==> config.mk <==
export PLATFORM = sky130hd
export DESIGN_NAME = tmr_chan_pol
export DESIGN_NICKNAME = d
export VERILOG_FILES = /design/src/rtl/tmr_chan_pol.sv
export SDC_FILE = /design/constraint.sdc
export NUM_CORES = 1
export LEC_CHECK = 0
export BUFFER_PORTS_ARGS = -buffer_cell sky130_fd_sc_hd__buf_2
export CAP_MARGIN = 20
export CORE_AREA = 2 2 39 41
export CTS_CLUSTER_DIAMETER = 80
export CTS_CLUSTER_SIZE = 10
export DETAILED_ROUTE_END_ITERATION = 6
export DIE_AREA = 0 0 41 43
export PLACE_DENSITY = 0.52
export SETUP_SLACK_MARGIN = 0.05
export SLEW_MARGIN = 10
export SYNTH_ARGS = -nofsm -noshare
export SYNTH_HDL_FRONTEND = slang
export SYNTH_SLANG_ARGS = --single-unit
==> constraint.sdc <==
create_clock -name clk -period 1.9 [get_ports clk]
set_input_delay 0.19 -clock clk [delete_from_list [all_inputs] [get_ports clk]]
set_output_delay 0.19 -clock clk [all_outputs]
set_load 0.005 [all_outputs]
==> src/rtl/tmr_chan_pol.sv <==
module tmr_chan_pol (
  input  logic       clk,
  input  logic       rst_n,
  input  logic       mode_in,
  input  logic       ref_in,
  input  logic       sig_in,
  input  logic [1:0] prot_lvl,
  input  logic       wr_en,
  input  logic [3:0] wr_data,
  output logic [3:0] rd_data,
  output logic       out_main,
  output logic       out_comp,
  output logic       evt_pulse
);
  logic ch_en, pol_m, cmp_en, pol_c;
  logic locked, inv_sel, both_sel, cond;
  logic s_now, s_old, rise, any_edge;

  assign locked = prot_lvl[1];

  always_ff @(posedge clk) begin
    if (!rst_n) begin
      ch_en  <= 1'b0;
      pol_m  <= 1'b0;
      cmp_en <= 1'b0;
      pol_c  <= 1'b0;
    end else if (wr_en) begin
      ch_en  <= wr_data[0];
      cmp_en <= wr_data[2];
      if (!locked) begin
        pol_m <= wr_data[1];
        pol_c <= wr_data[3];
      end
    end
  end

  assign rd_data = {pol_c, cmp_en, pol_m, ch_en};

  assign out_main = ~mode_in & ch_en  & (ref_in ^ pol_m);
  assign out_comp = ~mode_in & cmp_en & (~ref_in ^ pol_c);

  // reserved pair 10 falls through to plain rising edge
  assign inv_sel  = pol_m & ~pol_c;
  assign both_sel = pol_m & pol_c;
  assign cond     = sig_in ^ inv_sel;

  always_ff @(posedge clk) begin
    if (!rst_n) begin
      s_now <= 1'b0;
      s_old <= 1'b0;
    end else begin
      s_now <= cond;
      s_old <= s_now;
    end
  end

  assign rise      = s_now & ~s_old;
  assign any_edge  = s_now ^ s_old;
  assign evt_pulse = mode_in & ch_en & (both_sel ? any_edge : rise);
endmodule


### Word-level counts from Yosys, hierarchy flattened

Index checks and enable logic that the tools add are counted.

| cells by class | value |
|---|---|
| bitwise gates (word level) | 18 |
| multiplexer cells | 1 |
| reduce and logical (&&, ||, !) cells | 1 |

Operators by type and width:

| operator | number |
|---|---|
| $and A1 B1 Y1 | 9 |
| $not A1 Y1 | 5 |
| $xor A1 B1 Y1 | 4 |
| $reduce_and A2 Y1 | 1 |
| $mux W1 | 1 |

| word-level totals | value |
|---|---|
| logic and storage cells | 26 |
| bits in registers | 6 |
| bits of input ports | 12 |

### Logic depth before layout (Yosys ltp)

Gate-level depths: netlist of run 1.

| logic depth | value |
|---|---|
| word-level depth | 4 |
| mapped depth | 4 |
| depth with buffers taken out | 4 |

### Worst setup path before layout of run 1

No wires, ideal clock.

| timing path | value |
|---|---|
| kind | register to output |
| from | reg s_old |
| to | out evt_pulse |
| stages on the path, launching flop included | 4 |
| arrival | 0.870 ns |
| path buffers | 0 |
| slack | 0.840 ns |
| cells stage by stage | dfxtp_1 -> inv_1 -> ha_1 -> a311oi_1 |

| between the ends | value |
|---|---|
| longest elaborated chain between the ends | 4 |
| elaborated cells on any way between the ends | 5 |

Ends and longest elaborated chain:

| element | RTL line | RTL |
|---|---|---|
| start: declaration | 17 | `logic s_now, s_old, rise, any_edge;` |
| start signal: assignment | 53 | `s_old <= s_now;` |
| $not A1 Y1 | 57 | `assign rise = s_now & ~s_old;` |
| $and A1 B1 Y1 | 57 |  |
| $mux W1 (*) | 59 | `assign evt_pulse = mode_in & ch_en & (both_sel ? any_edge : rise);` |
| $and A1 B1 Y1 (*) | 59 |  |
| end: declaration | 13 | `output logic evt_pulse` |

Every way passes the cells marked *; elsewhere a longest branch is shown, timed or not.

### Worst setup path in the final report of run 1

Ends and elaborated chain as after synthesis.

==> results_dict.tcl, run 1 <==
set metrics [dict create \
    fin_crit_ps 1430 \
    numCtsBuffers 3 \
    insertion_delay_ps 240 \
    drc 0 \
    pin_count 19 \
    fin_skew_ps 1.77 \
    cts.sinks 6 \
    finalCritPeriodShare_pct 75.3 \
    cts_root_buf "clkbuf_4" \
    via_per_inst 4.06 \
    io_buffers 17 \
    maxSlewHeadroom_pct 84.8 \
    nFillCells 162 \
    synth.most_common_cell "dfxtp_1" \
    cts_setup_buffers 0 \
    synthesis.nets 45 \
    cts.repair.resized 0 \
    grt-ovfl-total 0 \
    ys_types 15 \
    routabilityCongestion 0.613 \
    drt_first_pass_iters 1 \
    finalSetupViolations 0 \
    synth_area_um2 318 \
    startpoint_type "flip-flop" \
    antenna_found_initial 0 \
    fp.dieW_um 41 \
    crit_required_ps 1710 \
    place_inst 61 \
    grt_max_degree 7 \
    p_leak_nw 0.200 \
    async_flop_share_pct 0 \
    grt_usage_pct 7.75 \
    utilization_pct 30.0 \
    fin_cells 64 \
    max_stage_delay_ps 300 \
    core_um2 1380 \
    synth.yosys.seq_area_share_pct 37.8 \
    drive_above_1_share_pct 43.8 \
    status "finished clean" \
    yosysTopAreaCell "dfxtp_1" \
    placed_cell_area_um2 393 \
    first_global_vias 221 \
    grt_pass1_wl_um 855 \
    worst_hold_slack_ps 210 \
    crit_buf_inv 2 \
    worst_pin_slew_ps 228 \
    start_util_pct 23.0 \
    die_area_um2 1760 \
    path_cells "inv_1, ha_1, a311oi_1, buf_2" \
    fin_area_um2 415 \
    syn_to_final_growth_pct 30.7 \
    cts_tree "done" \
    avgSynthCellArea_um2 9.93 \
    drt_iter0_drc 0 \
    ctsHoldBuffers 0 \
    finalMaxSlewViolations 0 \
    clk_pin_slew_ps 40 \
    synth_ff_type "dfxtp_1" \
    design.final.nets 63 \
    rsz0062_at_grt "no" \
    vias 260 \
    worst-setup-path-type "flip-flop to output pin" \
    wirelength_um 569 \
    fmaxAchievable_ghz 0.699 \
    rows 14 \
    hold_path_class "input port to flip-flop" \
    end_kind "output pin" \
    cts-htree-levels 1 \
    path_max_fanout 1 \
    tns_ps 0 \
    cp.arrival_ps 1240 \
    synth_seq_cells 6 \
    vdd_drop_max_mv 0.205 \
    clock_path_buffers 2 \
    synthCells 32 \
    routedWlPerCell_um 8.89 \
    dp_hpwl_um 471 \
    hold_viol_final 0 \
    die_y_um 43 \
    yosysWarnings 0 \
    slowest_stage "dfxtp_1" \
    synth.top_cell.area_share_pct 37.8 \
    netlist_top_cells_count "6 x dfxtp_1, 4 x buf_4, 4 x mux2i_1, 4 x nor2b_1" \
    powerDensity_nw_per_um2 710 \
    ys_top_cells_by_area "dfxtp_1 38%, mux2i_1 13%, buf_4 9.4%" \
    maxCapViolations 0 \
    synth_edf_count 0 \
    antenna_left 0 \
    crit_family "flip-flops" \
    n_antenna_cell 0 \
]
## flip-flops by register name (all words and copies together) (netlist names)
name and cells:
ch_en 1, cmp_en 1, pol_c 1, pol_m 1, s_now 1, s_old 1
## power by group
group          internal, mW  switching (mW)
combinational        0.0262          0.0166
clock                0.0711          0.0408
sequential            0.134         0.00627
## cell usage in the layout, fill, tap and decap left out
cell type	count
buf_2	17
a21oi_1	1
nor2b_1	4
nand2_1	1
dfxtp_1	6
nor3b_1	2
a311oi_1	1
xnor2_1	2
xor2_1	1
ha_1	1
inv_1	1
clkbuf_4	3
and2b_2	1
nand2b_1	1
and2_1	2
mux2i_1	4
## per-layer routing
layer	routed length (um)	global-route usage, %
met4	0	8.00
met3	45	3.14
met1	257	9.71
met2	265	9.06
met5	0	0
## metrics by stage
step / setup WS [ps] / power [mW]
final: 469 / 0.295
after global routing: 407 / 0.313
after CTS: 448 / 0.302
after detailed placement: 714 / 0.186
after global placement: 741 / 0.185
after floorplan: 840 / 0.169
## cell families after synthesis
| group | share of synthesized area (%) |
|---|---|
| compound gates | 4.33 |
| fa+ha+maj | 3.94 |
| simple gates | 22.4 |
| flops | 37.8 |
| buf+inv | 10.6 |
| xor+xnor | 8.27 |
| mux | 12.6 |
## worst reg2reg max path, cell delays in order, from the launching register on
cell,delay [ps]
dfxtp_1,360
nand2b_1,180
xnor2_1,120
and2_1,140
## path summary, 6_finish.rpt
path	start	end	slack (ps)	depth (start not counted)
max	s_old$_SDFF_PN0_	evt_pulse	470	4
min	wr_data[1]	pol_m$_SDFFE_PN0P_	210	3
max reg2reg	pol_c$_SDFFE_PN0P_	s_now$_SDFF_PN0_	980	3
min reg2reg	s_now$_SDFF_PN0_	s_old$_SDFF_PN0_	460	1
## area by class of cell
| class | count | area (um^2) | share of cell area [%] |
|---|---|---|---|
| clock buffer | 3 | 22.5 | 5.42 |
| multi-input combinational | 21 | 164 | 39.5 |
| inverter | 1 | 3.75 | 0.904 |
| sequential | 6 | 120 | 28.9 |
| timing repair buffer | 17 | 85.1 | 20.5 |
| tap | 16 | 20.0 | 4.82 |
(Power assumes the default switching activity.)
==> inputs of run 2 (changes only) <==
--- a/config.mk
+++ b/config.mk
@@ -12,7 +12,7 @@
 export CTS_CLUSTER_SIZE = 10
 export DETAILED_ROUTE_END_ITERATION = 6
 export DIE_AREA = 0 0 41 43
-export PLACE_DENSITY = 0.52
+export PLACE_DENSITY = 0.54
 export SETUP_SLACK_MARGIN = 0.05
 export SLEW_MARGIN = 10
 export SYNTH_ARGS = -nofsm -noshare
==> constraint.sdc (replaced) <==
create_clock -name clk -period 1.3 [get_ports clk]
set_input_delay 0.13 -clock clk [delete_from_list [all_inputs] [get_ports clk]]
set_output_delay 0.13 -clock clk [all_outputs]
set_load 0.005 [all_outputs]
==> results_dict.tcl, run 2 (same netlist as run 1, synthesis figures left out) <==
set metrics [dict create \
    fmaxAchievable_ghz 0.750 \
    multi_input_comb_area_um2 183 \
    fin_area_um2 448 \
    setup_ws_ps -33.8 \
    nFillCells 138 \
    finalSetupViolations 1 \
    hold_viol_final 0 \
    fin_cells 65 \
    die_area_um2 1760 \
    grt_max_degree 7 \
    max_stage_delay_ps 310 \
    core_um2 1380 \
    grt_usage_pct 8.35 \
    grt_pass1_wl_um 952 \
    worst_pin_slew_ps 173 \
    drive_above_1_share_pct 57.1 \
    insertion_delay_ps 250 \
    utilization_pct 32.4 \
    antenna_left 0 \
    regToRegSetupSlack_ps 310 \
    highest_layer "met4" \
    cp.arrival_ps 1200 \
    die_y_um 43 \
    vdd_drop_max_mv 0.341 \
    cts_root_buf "clkbuf_4" \
    n_antenna_cell 0 \
    register_area_um2 126 \
    cts_tree "done" \
    drt_iter0_drc 1 \
    tns_ps -33.8 \
    routedWlPerCell_um 9.77 \
    layout_common_cells "17 x buf_2, 4 x mux2i_1, 4 x nor2b_1" \
    clock_path_buffers 2 \
    dp_hpwl_um 457 \
    start_util_pct 23.0 \
    status "finished, violations left" \
    fp.dieW_um 41 \
    powerDensity_nw_per_um2 1010 \
    wl_met2_um 275 \
    design.final.nets 64 \
    p_switching_mw 0.108 \
    maxCapViolations 0 \
    fin_crit_ps 1330 \
    crit_required_ps 1170 \
    final_common_cell "buf_2" \
    wirelength_um 635 \
    place_inst 61 \
    antenna_found_initial 0 \
    clk_pin_slew_ps 50 \
    finalCritPeriodShare_pct 103 \
    path_max_fanout 1 \
    io_buffers 17 \
    worst-setup-path-type "flip-flop to output pin" \
    hold_path_class "input port to flip-flop" \
    maxSlewHeadroom_pct 88.5 \
    ctsHoldBuffers 0 \
    seq_power_share_pct 45.8 \
    pin_count 19 \
    slowest_stage "dfxtp_2" \
    end_kind "output pin" \
    combinationalPowerShare_pct 15.7 \
    fin_skew_ps 3.31 \
    netSwitchingFraction_pct 23.9 \
    power.share.clock_pct 38.5 \
    grt-ovfl-total 0 \
    placed_cell_area_um2 393 \
    reg2reg_depth 4 \
    hold_depth 3 \
    syn_to_final_growth_pct 40.9 \
    cts-htree-levels 1 \
    path_cells "inv_2, ha_4, a311oi_2, buf_2" \
    drc 0 \
    drt_first_pass_iters 2 \
    finalMaxSlewViolations 0 \
    startpoint_type "flip-flop" \
    dr_wl_met3_um 26 \
    cts.sinks 6 \
    p_leak_nw 0.207 \
    rsz0062_at_grt "yes" \
    via_per_inst 4.17 \
    routabilityCongestion 0.648 \
    wl_met1_um 314 \
    vias 271 \
    p_int_mw 0.343 \
    violations "setup timing" \
    first_global_vias 247 \
    rows 14 \
    numCtsBuffers 3 \
]
[run 2: power groups by stage]
stage	clock network (mW)	registers, mW	logic [mW]
3_3_place_gp	0	0.208	0.0619
4_1_cts	0.177	0.206	0.0630
3_5_place_dp	0	0.209	0.0624
5_1_grt	0.186	0.208	0.0790
2_1_floorplan	0	0.206	0.0416
6_report	0.174	0.206	0.0707
[run 2: path summary, 6_finish.rpt]
check	startpoint	endpoint
setup / recovery	s_old$_SDFF_PN0_	evt_pulse
hold / removal	wr_data[2]	cmp_en$_SDFFE_PN0P_
setup reg to reg	pol_c$_SDFFE_PN0P_	s_now$_SDFF_PN0_
hold reg to reg	s_now$_SDFF_PN0_	s_old$_SDFF_PN0_
[run 2: layout make-up]
class                      instances  area share, %
multi-input combinational         21           40.8
sequential                         6           28.2
timing repair buffer              18           20.7
clock buffer                       3           5.03
tap                               16           4.47
inverter                           1          0.838
[run 2: worst max-delay path: cells and delay by family (launching register included)]
family                   cells  cell delay, ps
buffers and inverters        2             190
adder cells (fa/ha/maj)      1             220
AO/OA/AOI/OAI                1             240
flip-flops                   1             310
[run 2: metal layers]
layer,track usage [%],up-vias
li1,-,139
met1,10.4,117
met2,10.3,12
met3,3.14,3
met4,8.00,0
met5,0,-
[run 2: repair_timing]
| item | in CTS | in global routing |
|---|---|---|
| endpoints found under the hold margin | 0 | 0 |
| endpoints found under the setup margin | 2 | 2 |
| resized for setup | 1 | 6 |
| cloned | 0 | 0 |
| pin swaps | 1 | 4 |
| buffers inserted | 0 | 1 |
[run 2: metrics by stage]
stage	hold WS (ps)	power, mW	worst slack [ps]
final	140	0.451	-33.8
after global routing	147	0.473	-87.3
after CTS	142	0.445	-30.7
after detailed placement	392	0.271	184
after global placement	388	0.270	192
after floorplan	252	0.247	300
==> inputs of run 3 (changes only) <==
--- a/config.mk
+++ b/config.mk
@@ -12,7 +12,6 @@
 export CTS_CLUSTER_SIZE = 10
 export DETAILED_ROUTE_END_ITERATION = 6
 export DIE_AREA = 0 0 41 43
-export PLACE_DENSITY = 0.54
 export SETUP_SLACK_MARGIN = 0.05
 export SLEW_MARGIN = 10
 export SYNTH_ARGS = -nofsm -noshare
==> results_dict.tcl, run 3 (same netlist as run 1, synthesis figures left out) <==
set metrics [dict create \
    startpoint_type "flip-flop" \
    routedWlPerCell_um 9.39 \
    placed_cell_area_um2 393 \
    status "finished, violations left" \
    setup_ws_ps -5.58 \
    worst-setup-path-type "flip-flop to output pin" \
    grt.busiest_layer "met2" \
    violations "setup timing" \
    grt-ovfl-total 0 \
    fp.dieW_um 41 \
    pin_count 19 \
    crit_buf_inv 1 \
    drt_first_pass_iters 2 \
    start_util_pct 23.0 \
    end_kind "output pin" \
    cts.sinks 6 \
    fin_crit_ps 1310 \
    core_um2 1380 \
    antenna_found_initial 0 \
    cp.arrival_ps 1180 \
    finalMaxSlewViolations 0 \
    via_per_inst 4.20 \
    min_from "wr_data[3]" \
    drc 0 \
    seq_power_share_pct 46.2 \
    rows 14 \
    insertion_delay_ps 240 \
    grt_pass1_wl_um 924 \
    slowest_stage "dfxtp_2" \
    power.share.clock_pct 36.8 \
    io_buffers 17 \
    cts_tree "done" \
    r2r-start "pol_c$_SDFFE_PN0P_" \
    drt_iter0_drc 2 \
    netSwitchingFraction_pct 22.7 \
    p_switching_mw 0.102 \
    utilization_pct 33.9 \
    regToRegSetupSlack_ps 300 \
    fin_skew_ps 1.45 \
    p_int_mw 0.346 \
    nFillCells 156 \
    path_cells "ha_4, a311oi_2, buf_2" \
    final_common_cell "buf_2" \
    use_met2_pct 10.9 \
    maxSlewHeadroom_pct 91.0 \
    reg2reg_depth 4 \
    die_y_um 43 \
    power_mw 0.448 \
    antenna_left 0 \
    design.final.nets 65 \
    grt.met3_usage_pct 3.14 \
    worst_pin_slew_ps 131 \
    drive_above_1_share_pct 64.0 \
    min_to "pol_c$_SDFFE_PN0P_" \
    maxCapViolations 0 \
    n_antenna_cell 0 \
    hold_depth 3 \
    ctsHoldBuffers 0 \
    syn_to_final_growth_pct 47.6 \
    wirelength_um 620 \
    fmaxAchievable_ghz 0.766 \
    cts_root_buf "clkbuf_4" \
    clk_pin_slew_ps 40 \
    register_area_um2 128 \
    combinationalPowerShare_pct 16.9 \
    clock_path_buffers 2 \
    crit_required_ps 1170 \
    crit_family "flip-flops" \
    hold_viol_final 0 \
    use_met1_pct 9.45 \
    cts-htree-levels 1 \
    max_stage_delay_ps 320 \
    regToRegEndpoint "s_now$_SDFF_PN0_" \
    finalSetupViolations 1 \
    die_area_um2 1760 \
    startpoint "s_now$_SDFF_PN0_" \
    rsz0062_at_grt "yes" \
    powerDensity_nw_per_um2 954 \
    place_inst 61 \
    tns_ps -5.58 \
    fin_cells 66 \
    routabilityCongestion 0.645 \
    finalCritPeriodShare_pct 100 \
    p_leak_nw 0.215 \
    vdd_drop_max_mv 0.481 \
    path_max_fanout 2 \
    vias 277 \
    first_global_vias 243 \
    layout_common_cells "17 x buf_2, 4 x mux2i_1, 4 x nor2b_1" \
    fin_area_um2 469 \
    grt_usage_pct 7.96 \
    numCtsBuffers 3 \
    grt_max_degree 7 \
    multi_input_comb_area_um2 195 \
    hold_path_class "input port to flip-flop" \
]
run 3: changes by cell type in the layout (fill, tap and decap cells not counted), sizes merged:
| cell | previous run | this run |
|---|---|---|
| buf | 18 | 19 |
run 3: layout make-up:
cell class | count | share of cell area (%)
inverters | 1 | 0.800
well taps | 16 | 4.27
clock buffers | 3 | 4.80
repair buffers | 19 | 21.3
multi-input cells | 21 | 41.6
flip-flops and latches | 6 | 27.2
run 3: power by group through the flow:
| stage | Sequential (mW) | Combinational, mW | Clock [mW] |
|---|---|---|---|
| 6_report | 0.207 | 0.0758 | 0.165 |
| 3_3_place_gp | 0.208 | 0.0620 | 0 |
| 4_1_cts | 0.205 | 0.0648 | 0.179 |
| 5_1_grt | 0.208 | 0.0839 | 0.192 |
| 3_5_place_dp | 0.208 | 0.0644 | 0 |
| 2_1_floorplan | 0.206 | 0.0416 | 0 |
run 3: worst max path at each step:
stage,end,slack (ps),cells after the start
2_1_floorplan,evt_pulse,300,3
6_report,evt_pulse,-6,3
4_1_cts,evt_pulse,-40,4
3_5_place_dp,evt_pulse,180,4
5_1_grt,evt_pulse,-80,4
3_3_place_gp,evt_pulse,200,4
run 3: metal layers:
metal / up-vias / share of wire, %
li1: 139 / -
met1: 131 / 39
met2: 7 / 55
met3: 0 / 5.8
met4: 0 / 0
met5: - / 0
run 3: stage by stage:
stage                     worst slack [ps]  hold WS (ps)
final                                -5.58           145
after global routing                 -78.1           149
after global placement                 197           394
after detailed placement               180           394
after floorplan                        300           252
after CTS                            -40.6           136
run 3: worst register-to-register path: stages, from the launching register on:
cell and delay [ps]:
dfxtp_4 350, buf_4 130, nand2b_1 140, xnor2_1 120, and2_1 140
run 3: timing repair:
action,4_1_cts,5_1_grt
buffers inserted,0,2
endpoints found under the hold margin,0,0
pin swaps,1,3
gates resized for setup,0,10
setup endpoints to repair,1,3
cloned,0,0
